<file path="src/rtl/esc_pkg.sv">
package esc_pkg;
  localparam int MODE_W = 4;
  localparam int CSET_W = 4;
  localparam logic [CSET_W-1:0] CSET_LAST = 4'd8;

  localparam logic [7:0] CH_LF  = 8'h0A;
  localparam logic [7:0] CH_VT  = 8'h0B;
  localparam logic [7:0] CH_CR  = 8'h0D;
  localparam logic [7:0] CH_ESC = 8'h1B;
  localparam logic [7:0] CH_SP  = 8'h20;
  localparam logic [7:0] ARG_CLEAR = 8'h7D;
  localparam logic [7:0] ARG_STORE = 8'h7E;
  localparam logic [7:0] ARG_CSET  = 8'h7F;

  typedef enum logic [2:0] {BC_PRINT, BC_CR, BC_LF, BC_VT, BC_ESC, BC_OTHER} byte_class_e;
  typedef enum logic [1:0] {ST_IDLE, ST_ESC, ST_CSET, ST_APPLY} seq_state_e;
  typedef enum logic [2:0] {CMD_NONE, CMD_MODE, CMD_CSET, CMD_COUNTRY,
                            CMD_SELFTEST, CMD_STORE, CMD_CLEAR, CMD_FEED} cmd_e;
  typedef enum logic [1:0] {TERM_NONE, TERM_CR, TERM_LF} term_e;

  function automatic logic [7:0] mask_byte(input logic [7:0] b, input logic eight_bit);
    return eight_bit ? b : {1'b0, b[6:0]};
  endfunction

  function automatic byte_class_e classify(input logic [7:0] b);
    if (b == CH_CR)       return BC_CR;
    else if (b == CH_LF)  return BC_LF;
    else if (b == CH_VT)  return BC_VT;
    else if (b == CH_ESC) return BC_ESC;
    else if (b < CH_SP)   return BC_OTHER;
    else                  return BC_PRINT;
  endfunction

  function automatic cmd_e esc_arg_decode(input logic [7:0] b);
    if (b[7:4] == 4'h0)       return CMD_MODE;
    else if (b == CH_ESC)     return CMD_SELFTEST;
    else if (b == ARG_CSET)   return CMD_CSET;
    else if (b == ARG_STORE)  return CMD_STORE;
    else if (b == ARG_CLEAR)  return CMD_CLEAR;
    else                      return CMD_NONE;
  endfunction
endpackage

</file>
<file path="src/rtl/esc_byte_class.sv">
module esc_byte_class
  import esc_pkg::*;
(
  input  logic [7:0]  byte_in,
  input  logic        eight_bit,
  output byte_class_e cls,
  output logic [7:0]  byte_out
);
  always_comb begin
    byte_out = mask_byte(byte_in, eight_bit);
    cls      = classify(byte_out);
  end
endmodule

</file>
<file path="src/rtl/esc_line_tracker.sv">
module esc_line_tracker
  import esc_pkg::*;
#(
  parameter int CNT_W = 8
) (
  input  logic             clk,
  input  logic             rst_n,
  input  logic [CNT_W-1:0] line_width,
  input  logic             put_char,
  input  logic             is_cr,
  input  logic             is_lf,
  input  logic             other_byte,
  input  logic             clr_line,
  output logic             auto_wrap,
  output logic             term_flush,
  output logic             pending
);
  logic [CNT_W-1:0] count_q;
  logic             wrap_pend_q;
  term_e            last_q;

  function automatic logic width_hit(input logic [CNT_W-1:0] c, input logic [CNT_W-1:0] w);
    return ({1'b0, c} + {{CNT_W{1'b0}}, 1'b1}) >= {1'b0, w};
  endfunction

  always_comb begin
    auto_wrap  = put_char && width_hit(count_q, line_width);
    term_flush = !wrap_pend_q &&
                 ((is_cr && last_q != TERM_LF) || (is_lf && last_q != TERM_CR));
    pending    = count_q != '0;
  end

  always_ff @(posedge clk or negedge rst_n) begin
    if (!rst_n) begin
      count_q     <= '0;
      wrap_pend_q <= 1'b0;
      last_q      <= TERM_NONE;
    end else if (put_char) begin
      count_q     <= auto_wrap ? '0 : count_q + 1'b1;
      wrap_pend_q <= auto_wrap;
      last_q      <= TERM_NONE;
    end else if (is_cr || is_lf) begin
      wrap_pend_q <= 1'b0;
      if (term_flush) count_q <= '0;
      if ((is_cr && last_q == TERM_LF) || (is_lf && last_q == TERM_CR))
        last_q <= TERM_NONE;
      else
        last_q <= is_cr ? TERM_CR : TERM_LF;
    end else if (other_byte || clr_line) begin
      wrap_pend_q <= 1'b0;
      last_q      <= TERM_NONE;
      if (clr_line) count_q <= '0;
    end
  end

  assert_wrap_swallow_R6: assert property (@(posedge clk) disable iff (!rst_n)
    auto_wrap ##1 (is_cr || is_lf) |-> !term_flush);
  assert_pair_single_R4: assert property (@(posedge clk) disable iff (!rst_n)
    (is_cr && term_flush) ##1 is_lf |-> !term_flush);
  assert_wrap_on_char_R5: assert property (@(posedge clk) disable iff (!rst_n)
    auto_wrap |=> !pending);
endmodule

</file>
<file path="src/rtl/esc_mode_regs.sv">
module esc_mode_regs
  import esc_pkg::*;
(
  input  logic              clk,
  input  logic              rst_n,
  input  logic              mode_we,
  input  logic [MODE_W-1:0] mode_val,
  input  logic              cset_we,
  input  logic [CSET_W-1:0] cset_val,
  input  logic              dotline_done,
  input  logic [CSET_W-1:0] cfg_country,
  output logic [MODE_W-1:0] print_mode,
  output logic [CSET_W-1:0] country_sel,
  output logic              eight_bit
);
  localparam int GFX_BIT = 2;

  logic [MODE_W-1:0] mode_q;
  logic [CSET_W-1:0] cset_q;
  logic              override_q;

  always_ff @(posedge clk or negedge rst_n) begin
    if (!rst_n) begin
      mode_q     <= '0;
      cset_q     <= '0;
      override_q <= 1'b0;
    end else begin
      if (mode_we)
        mode_q <= mode_val;
      else if (dotline_done)
        mode_q[GFX_BIT] <= 1'b0;
      if (cset_we) begin
        cset_q     <= cset_val;
        override_q <= 1'b1;
      end
    end
  end

  always_comb begin
    print_mode  = mode_q;
    country_sel = override_q ? cset_q : cfg_country;
    eight_bit   = country_sel == '0;
  end

  assert_gfx_clear_R8: assert property (@(posedge clk) disable iff (!rst_n)
    (dotline_done && !mode_we) |=> !print_mode[GFX_BIT]);
  assert_size_persist_R8: assert property (@(posedge clk) disable iff (!rst_n)
    !mode_we |=> $stable(print_mode[1:0]) && $stable(print_mode[3]));
  assert_cset_range_R10: assert property (@(posedge clk) disable iff (!rst_n)
    cset_we |-> cset_val <= CSET_LAST);
endmodule

</file>
<file path="src/rtl/esc_seq_fsm.sv">
module esc_seq_fsm
  import esc_pkg::*;
(
  input  logic              clk,
  input  logic              rst_n,
  input  logic              in_valid,
  input  logic [7:0]        in_data,
  output logic              in_ready,
  input  byte_class_e       cls,
  input  logic [7:0]        masked,
  input  logic              auto_wrap,
  input  logic              term_flush,
  input  logic              pending,
  output logic              put_char,
  output logic              is_cr,
  output logic              is_lf,
  output logic              other_byte,
  output logic              clr_line,
  output logic              char_valid,
  output logic [7:0]        char_data,
  output logic              flush_req,
  output logic              selftest_req,
  output logic              store_req,
  output logic              clear_req,
  output logic              feed_req,
  output logic              mode_we,
  output logic [MODE_W-1:0] mode_val,
  output logic              cset_we,
  output logic [CSET_W-1:0] cset_val
);
  seq_state_e       state_q, state_d;
  cmd_e             cmd_q, cmd_d;
  logic [3:0]       arg_q;
  logic             accept, idle_acc, cmd_start;
  cmd_e             arg_cmd;

  always_comb begin
    in_ready = state_q != ST_APPLY;
    accept   = in_valid && in_ready;
    idle_acc = accept && state_q == ST_IDLE;
    put_char = idle_acc && cls == BC_PRINT;
    is_cr    = idle_acc && cls == BC_CR;
    is_lf    = idle_acc && cls == BC_LF;
    other_byte = accept && !(put_char || is_cr || is_lf);
    arg_cmd  = esc_arg_decode(in_data);
    state_d  = state_q;
    cmd_d    = CMD_NONE;
    unique case (state_q)
      ST_IDLE: if (accept) begin
        if (cls == BC_ESC) state_d = ST_ESC;
        else if (cls == BC_VT) begin
          cmd_d = CMD_FEED; state_d = ST_APPLY;
        end
      end
      ST_ESC: if (accept) begin
        if (arg_cmd == CMD_CSET) state_d = ST_CSET;
        else if (arg_cmd == CMD_NONE) state_d = ST_IDLE;
        else begin
          cmd_d = arg_cmd; state_d = ST_APPLY;
        end
      end
      ST_CSET: if (accept) begin
        if (in_data[3:0] <= CSET_LAST) begin
          cmd_d = CMD_COUNTRY; state_d = ST_APPLY;
        end else state_d = ST_IDLE;
      end
      ST_APPLY: state_d = ST_IDLE;
      default:  state_d = ST_IDLE;
    endcase
    cmd_start = cmd_d != CMD_NONE;
    clr_line  = cmd_start;
    mode_we   = state_q == ST_APPLY && cmd_q == CMD_MODE;
    mode_val  = arg_q;
    cset_we   = state_q == ST_APPLY && cmd_q == CMD_COUNTRY;
    cset_val  = arg_q;
  end

  always_ff @(posedge clk or negedge rst_n) begin
    if (!rst_n) begin
      state_q      <= ST_IDLE;
      cmd_q        <= CMD_NONE;
      arg_q        <= '0;
      char_valid   <= 1'b0;
      char_data    <= '0;
      flush_req    <= 1'b0;
      selftest_req <= 1'b0;
      store_req    <= 1'b0;
      clear_req    <= 1'b0;
      feed_req     <= 1'b0;
    end else begin
      state_q    <= state_d;
      char_valid <= put_char;
      if (put_char) char_data <= masked;
      flush_req  <= auto_wrap || term_flush || (cmd_start && pending);
      if (cmd_start) begin
        cmd_q <= cmd_d;
        arg_q <= in_data[3:0];
      end
      selftest_req <= state_q == ST_APPLY && cmd_q == CMD_SELFTEST;
      store_req    <= state_q == ST_APPLY && cmd_q == CMD_STORE;
      clear_req    <= state_q == ST_APPLY && cmd_q == CMD_CLEAR;
      feed_req     <= state_q == ST_APPLY && cmd_q == CMD_FEED;
    end
  end

  assert_apply_one_cycle_R12: assert property (@(posedge clk) disable iff (!rst_n)
    state_q == ST_APPLY |=> state_q == ST_IDLE && in_ready);
  assert_req_after_apply_R12: assert property (@(posedge clk) disable iff (!rst_n)
    (selftest_req || store_req || clear_req || feed_req) |-> $past(state_q == ST_APPLY));
  assert_one_request_R9: assert property (@(posedge clk) disable iff (!rst_n)
    $onehot0({selftest_req, store_req, clear_req, feed_req}));
  assert_unlisted_drop_R13: assert property (@(posedge clk) disable iff (!rst_n)
    (state_q == ST_ESC && accept && arg_cmd == CMD_NONE) |=> !flush_req && state_q == ST_IDLE);
endmodule

</file>
<file path="src/rtl/esc_cmd_decoder.sv">
module esc_cmd_decoder
  import esc_pkg::*;
#(
  parameter int CNT_W      = 8,
  parameter int FEED_W     = 6,
  parameter int FEED_LINES = 30
) (
  input  logic              clk,
  input  logic              rst_n,
  input  logic              in_valid,
  input  logic [7:0]        in_data,
  output logic              in_ready,
  input  logic [CNT_W-1:0]  line_width,
  input  logic [3:0]        cfg_country,
  input  logic              dotline_done,
  output logic              char_valid,
  output logic [7:0]        char_data,
  output logic              flush_req,
  output logic              feed_req,
  output logic [FEED_W-1:0] feed_lines,
  output logic              selftest_req,
  output logic              store_req,
  output logic              clear_req,
  output logic [3:0]        print_mode,
  output logic [3:0]        country_sel
);
  byte_class_e       cls;
  logic [7:0]        masked;
  logic              eight_bit;
  logic              put_char, is_cr, is_lf, other_byte, clr_line;
  logic              auto_wrap, term_flush, pending;
  logic              mode_we, cset_we;
  logic [MODE_W-1:0] mode_val;
  logic [CSET_W-1:0] cset_val;

  assign feed_lines = FEED_W'(FEED_LINES);

  esc_byte_class u_class (
    .byte_in(in_data), .eight_bit(eight_bit), .cls(cls), .byte_out(masked)
  );

  esc_line_tracker #(.CNT_W(CNT_W)) u_line (
    .clk(clk), .rst_n(rst_n), .line_width(line_width),
    .put_char(put_char), .is_cr(is_cr), .is_lf(is_lf),
    .other_byte(other_byte), .clr_line(clr_line),
    .auto_wrap(auto_wrap), .term_flush(term_flush), .pending(pending)
  );

  esc_seq_fsm u_fsm (
    .clk(clk), .rst_n(rst_n), .in_valid(in_valid), .in_data(in_data),
    .in_ready(in_ready), .cls(cls), .masked(masked),
    .auto_wrap(auto_wrap), .term_flush(term_flush), .pending(pending),
    .put_char(put_char), .is_cr(is_cr), .is_lf(is_lf),
    .other_byte(other_byte), .clr_line(clr_line),
    .char_valid(char_valid), .char_data(char_data), .flush_req(flush_req),
    .selftest_req(selftest_req), .store_req(store_req), .clear_req(clear_req),
    .feed_req(feed_req), .mode_we(mode_we), .mode_val(mode_val),
    .cset_we(cset_we), .cset_val(cset_val)
  );

  esc_mode_regs u_mode (
    .clk(clk), .rst_n(rst_n), .mode_we(mode_we), .mode_val(mode_val),
    .cset_we(cset_we), .cset_val(cset_val), .dotline_done(dotline_done),
    .cfg_country(cfg_country), .print_mode(print_mode),
    .country_sel(country_sel), .eight_bit(eight_bit)
  );
endmodule

</file>
<file path="config.mk">
export PLATFORM = sky130hd
export DESIGN_NAME = esc_cmd_decoder
export DESIGN_NICKNAME = d
export VERILOG_FILES = /design/src/rtl/esc_pkg.sv /design/src/rtl/esc_byte_class.sv /design/src/rtl/esc_line_tracker.sv /design/src/rtl/esc_mode_regs.sv /design/src/rtl/esc_seq_fsm.sv /design/src/rtl/esc_cmd_decoder.sv
export SDC_FILE = /design/constraint.sdc
export NUM_CORES = 1
export LEC_CHECK = 0
export BUFFER_PORTS_ARGS = -buffer_cell sky130_fd_sc_hd__clkbuf_2
export CORE_UTILIZATION = 45
export CTS_CLUSTER_DIAMETER = 60
export DETAILED_ROUTE_END_ITERATION = 12
export HOLD_SLACK_MARGIN = 0.02
export PLACE_DENSITY = 0.68
export SETUP_SLACK_MARGIN = 0.2
export SYNTH_ARGS = -nofsm -noshare
export SYNTH_HDL_FRONTEND = slang
export SYNTH_SLANG_ARGS = --single-unit
</file>
<file path="constraint.sdc">
create_clock -name clk -period 2.8 [get_ports clk]
set_input_delay 0.14 -clock clk [delete_from_list [all_inputs] [get_ports clk]]
set_output_delay 0.14 -clock clk [all_outputs]
set_load 0.01 [all_outputs]
</file>
==> flow_summary.yaml, run 1 <==
placement:
  hpwl_um: 4100
  gp_congestion: 0.827
  port_buffers: 46
  dp_slack_ns: 0.127
setup_path:
  worstSetupPathType: "flip-flop to flip-flop"
  required_ns: 2.98
  cp-end-kind: "flip-flop"
  critPathMaxFanout: 5
  worst_ep_arrival_time_ns: 2.75
  startpoint_type: "flip-flop"
sta:
  max_freq_ghz: 0.389
  slew_viol_final: 0
  finClkSkew_ns: 0.00328
  setup_tns_ns: 0
  post-route-min-period_ns: 2.57
  finalHoldViolCount: 0
  fin_crit_sh: 0.918
  max-slew-margin-rel: 0.283
  setup_viol: 0
  fin_ws_ns: 0.229
  worst_pin_slew_ns: 1.08
  grt_setup_unrepaired: "true"
synth:
  synth_seq_cells: 43
  synth_cell_type_count: 61
  yosys_most_used_dff: "dfrtp_1"
  synth_area_sq_um: 2630
  synth_edf_count: 0
  synth_cells: 258
  yosysWarnings: 0
  async_reset_ff_frac: 1.00
  syn_avg_cell_area_sq_um: 10.2
  yosysSeqAreaShare: 0.409
global_routing:
  grt_pass1_wl_um: 9260
  gr-usage-all-layers: 0.193
  antenna_found_initial: 0
  overflow: 0
  grt_pass1_vias: 1959
  grt_max_degree: 44
routing:
  drtIter0Drc: 87
  wirelength_um: 5940
  drc: 0
  first_pass_iters: 4
  vias_per_cell: 5.62
  ant_nets: 0
  wl_per_cell_um: 15.5
  num_vias: 2158
cts:
  cts_buffer_depth: 2
  clkLatencyLatePin_ns: 0.30
  numClockSinks: 43
  cts_hold_repair.buffers: 0
  cts_buffers: 5
  htree_levels: 2
  cts_tree: "done"
  cts_root_buf: "clkbuf_8"
  cts.clk_slew.worst_paths_ns: 0.08
status:
  status: "finished clean"
floorplanning:
  die_h_um: 78.5
  initial_core_util: 0.473
  design.die.area_sq_um: 6160
  dieWidth_um: 78.5
  std_cell_rows: 27
  coreArea_sq_um: 5570
  io-pin-count: 53
power:
  leakage_uw: 0.00148
  powerDensity_nw_per_um2: 704
  ir_worst_vdd_uv: 464
finish:
  drive_gt1_frac: 0.388
  nFillCells: 509
  layout_commonest_cell: "clkbuf_2"
  diodes: 0
  syn_to_final_growth_pct: 20.2
  nets: 345
  final_cell_mix: "clkbuf_2 (46), dfrtp_1 (40), mux2_2 (21)"
job:
  drv_cap: 0
min_path:
  hp-class: "input pin to async pin"
-- synth_stat cells, types with 3 or more instances --
master | number | area share
o2111ai_1 | 4 | 0.013
dfrtp_1 | 43 | 0.41
a21oi_1 | 4 | 0.0076
nand4_1 | 9 | 0.021
o21ai_0 | 6 | 0.011
nor3_1 | 4 | 0.0076
o32ai_1 | 3 | 0.010
nor3b_1 | 3 | 0.0086
nand2_1 | 13 | 0.019
and2_1 | 3 | 0.0071
a211oi_1 | 3 | 0.0086
nand4b_1 | 3 | 0.010
nand3_1 | 13 | 0.025
buf_4 | 6 | 0.017
nor2_1 | 19 | 0.027
inv_1 | 15 | 0.021
mux2_2 | 21 | 0.090
and3_1 | 3 | 0.0071
clkbuf_1 | 4 | 0.0057
buf_2 | 3 | 0.0057
or2_2 | 4 | 0.0095
o21ai_1 | 3 | 0.0057
and4b_1 | 3 | 0.011
ha_1 | 10 | 0.048
xnor2_1 | 3 | 0.010
nand2b_1 | 5 | 0.012
-- report_power, final --
group	internal, uW	total (uW)	switching, uW	leakage, uW
clock	175	381	206	0.0000422
combinational	451	918	467	0.000877
sequential	790	929	139	0.000559
total	1420	2230	812	0.00148
-- path summary, 6_finish.rpt --
path | startpoint | to | slack [ns] | cells past startpoint
max | u_line.count_q[4] | u_fsm.flush_req | 0.23 | 10
min | rst_n | u_fsm.char_data[3] | 0.03 | 1
max reg2reg | u_line.count_q[4] | u_fsm.flush_req | 0.23 | 10
min reg2reg | u_fsm.char_data[5] | u_fsm.char_data[5] | 0.49 | 1
max in group asynchronous | rst_n | u_line.count_q[1] | 2.04 | 1
min in group clk | dotline_done | u_mode.print_mode[2] | 0.11 | 3
-- flip-flops by register name, indices dropped and copies added, names as in the netlist, 2 cells and up --
register,count
u_mode.print_mode,4
u_fsm.cset_val,4
u_fsm.state_q,2
u_line.last_q,2
u_line.count_q,8
u_mode.cset_q,4
u_fsm.cmd_q,3
u_fsm.char_data,8
-- metal layers --
layer | wire length (um) | GRT usage
met1 | 2640 | 0.246
met2 | 2960 | 0.322
met5 | 0 | 0
met3 | 275 | 0.0465
met4 | 65 | 0.0593
-- worst max-delay path, cell delays in order (launching register included) --
cell       delay [ns]
dfrtp_2          0.42
and3_4           0.22
nand3_1          0.11
and2_4           0.19
or2_2            0.31
ha_4             0.22
nand2_2          0.07
a21oi_2          0.05
a2111oi_4        0.38
a21boi_2         0.10
or3_1            0.37
-- cell families (layout without fill, tap and decap cells) --
logic type	count (synthesis)	after routing	share of synthesized area
compound gates	46	46	0.144
xor+xnor	3	3	0.00998
fa+ha+maj	10	10	0.0475
buf+inv	31	81	0.0598
flops	43	43	0.409
mux	23	23	0.0979
other cells	2	6	0.00285
simple gates	100	100	0.229
-- stage by stage --
stage / util / hold slack [ns] / total power, uW / area, sq um / instances
2_1_floorplan: - / -0.156 / 1500 / 2670 / 262
3_3_place_gp: 0.527 / 0.393 / 1740 / 2940 / 371
3_5_place_dp: 0.527 / 0.390 / 1760 / 2940 / 371
4_1_cts: 0.544 / 0.0593 / 2160 / 3030 / 380
5_1_grt: 0.568 / 0.120 / 2380 / 3170 / 384
6_report: 0.568 / 0.0290 / 2230 / 3170 / 384
-- timing repair --
| action | in CTS | in global routing |
|---|---|---|
| setup endpoints to repair | 10 | 10 |
| pin swaps | 0 | 12 |
| buffers inserted | 1 | 4 |
| resized for setup | 1 | 20 |
-- cell type report --
class / instances / area, sq um / area share
multi-input combinational: 188 / 1540 / 0.486
sequential: 43 / 1080 / 0.341
timing repair buffer: 58 / 320 / 0.101
tap: 72 / 90.1 / 0.0285
clock buffer: 7 / 76.3 / 0.0241
inverter: 15 / 56.3 / 0.0178
clock inverter: 1 / 5.00 / 0.00158
Note: power is estimated with default switching activity, not from simulation.
==> run 2: changes to the inputs <==
ABC_CLOCK_PERIOD_IN_PS = 2800   (was unset)
CELL_PAD_IN_SITES_DETAIL_PLACEMENT = 1   (was unset)
CELL_PAD_IN_SITES_GLOBAL_PLACEMENT = 2   (was unset)
CORE_UTILIZATION = 31   (was 45)
PLACE_DENSITY = 0.74   (was 0.68)
==> flow_summary.yaml, run 2 (synthesis results as in run 1) <==
global_routing:
  grt_pass1_vias: 2206
  antenna_found_initial: 0
  overflow: 0
  grt_max_degree: 24
  grt_pass1_wl_um: 11300
  gr-usage-all-layers: 0.161
floorplanning:
  coreArea_sq_um: 8220
  dieWidth_um: 94.2
  io-pin-count: 53
  initial_core_util: 0.321
  die_h_um: 94.2
  std_cell_rows: 33
  design.die.area_sq_um: 8870
sta:
  fin_crit_sh: 0.896
  max-slew-margin-rel: 0.615
  finalHoldViolCount: 0
  setup_tns_ns: 0
  post-route-min-period_ns: 2.51
  finClkSkew_ns: 0.00688
  hold_ws_ns: 0.114
  max_freq_ghz: 0.398
  setup_viol: 0
  worst_pin_slew_ns: 0.576
  slew_viol_final: 0
  grt_setup_unrepaired: "false"
routing:
  drc: 0
  ant_nets: 0
  num_vias: 2150
  wl_per_cell_um: 15.9
  wirelength_um: 6680
  drtIter0Drc: 52
  first_pass_iters: 4
  vias_per_cell: 5.11
setup_path:
  startpoint_type: "flip-flop"
  worst_ep_arrival_time_ns: 2.68
  critPathMaxFanout: 7
  r2r-end: "u_line.count_q[5]"
  cp-end-kind: "flip-flop"
  required_ns: 2.97
  reg2reg_slack_ns: 0.29
  worstRegToRegCells: 9
  r2r_start: "u_line.count_q[1]"
  worstSetupPathType: "flip-flop to flip-flop"
power:
  ir_worst_vdd_uv: 279
  finalPower_uw: 2370
  powerDensity_nw_per_um2: 734
  leakage_uw: 0.00152
min_path:
  min_from: "dotline_done"
  hp-class: "input pin to flip-flop"
  min_to: "u_mode.print_mode[2]"
  hold_depth: 3
job:
  drv_cap: 0
finish:
  drive_gt1_frac: 0.373
  diodes: 0
  layout_commonest_cell: "clkbuf_2"
  reg_top3: "u_fsm.char_data x8, u_line.count_q x8"
  nFillCells: 939
  final_cell_mix: "clkbuf_2 (46), dfrtp_1 (43), mux2_2 (21)"
  syn_to_final_growth_pct: 22.6
  nets: 349
status:
  status: "finished clean"
cts:
  numClockSinks: 43
  cts_tree: "done"
  clkLatencyLatePin_ns: 0.29
  cts_buffers: 5
  cts_root_buf: "clkbuf_8"
  htree_levels: 2
  cts_buffer_depth: 2
  cts.clk_slew.worst_paths_ns: 0.08
placement:
  hpwl_um: 4980
  port_buffers: 46
  gp_congestion: 0.814
[run 2: cell types whose count changed in the layout (fill, tap and decap cells not counted), sizes merged]
| cell | before | now |
|---|---|---|
| dlygate4sd3 | 0 | 1 |
| buf | 12 | 15 |
| clkbuf | 53 | 52 |
| bufinv | 0 | 1 |
[run 2: cell type report]
class                   count  area, sq um  area share
clock buffers               6         82.6      0.0256
clock inverters             2         35.0      0.0108
inverters                  15         56.3      0.0174
multi-input cells         188         1500       0.463
flip-flops and latches     43         1080       0.333
well taps                 105          131      0.0407
repair buffers             62          353       0.109
[run 2: worst max path at each step]
| stage | startpoint | to | slack [ns] | cells after the start |
|---|---|---|---|---|
| finish | u_line.count_q[1] | u_line.count_q[5] | 0.29 | 9 |
| detailed placement | u_line.count_q[4] | u_fsm.flush_req | 0.08 | 10 |
| CTS | u_line.count_q[1] | u_fsm.flush_req | 0.20 | 9 |
| global placement | u_line.count_q[4] | u_line.count_q[3] | 0.11 | 10 |
| global route | u_line.count_q[1] | u_line.count_q[0] | 0.18 | 11 |
| floorplan | u_line.count_q[0] | u_fsm.flush_req | 0.25 | 10 |
[run 2: worst max-delay path, stage by stage, from the launching register on]
cell and delay (ns):
dfrtp_1 0.42, ha_4 0.18, nand3_1 0.09, and2_1 0.18, or2_2 0.29, ha_1 0.27
nand2_1 0.07, or4_4 0.62, o2111ai_1 0.16, o21ai_1 0.10
[run 2: timing repair]
| item | 4_1_cts | 5_1_grt |
|---|---|---|
| setup endpoints to repair | 10 | 10 |
| setup buffers | 1 | 3 |
| hold endpoints to repair | 22 | 0 |
| hold buffers | 1 | 0 |
| pin swaps | 0 | 7 |
| resized for setup | 1 | 11 |
[run 2: power by group]
| part | internal [uW] | total, uW | leakage [uW] | switching, uW |
|---|---|---|---|---|
| sequential | 786 | 939 | 0.000564 | 153 |
| combinational | 456 | 924 | 0.000892 | 468 |
| clock | 289 | 506 | 0.0000612 | 218 |
[run 2: routing by layer]
metal | global-route usage | up-vias | wire length, um
met5 | 0 | - | 0
met4 | 0.0308 | 0 | 38
met3 | 0.0267 | 4 | 202
met2 | 0.264 | 42 | 3290
met1 | 0.224 | 1050 | 3150
li1 | - | 1054 | -
[run 2: per-stage QoR]
stage	util	cell area (sq um)	setup slack [ns]	cells
6_report	0.393	3230	0.290	421
5_1_grt	0.393	3230	0.185	421
4_1_cts	0.383	3150	0.203	418
3_5_place_dp	0.367	3010	0.0817	408
3_3_place_gp	0.367	3010	0.111	408
2_1_floorplan	-	2670	0.252	262
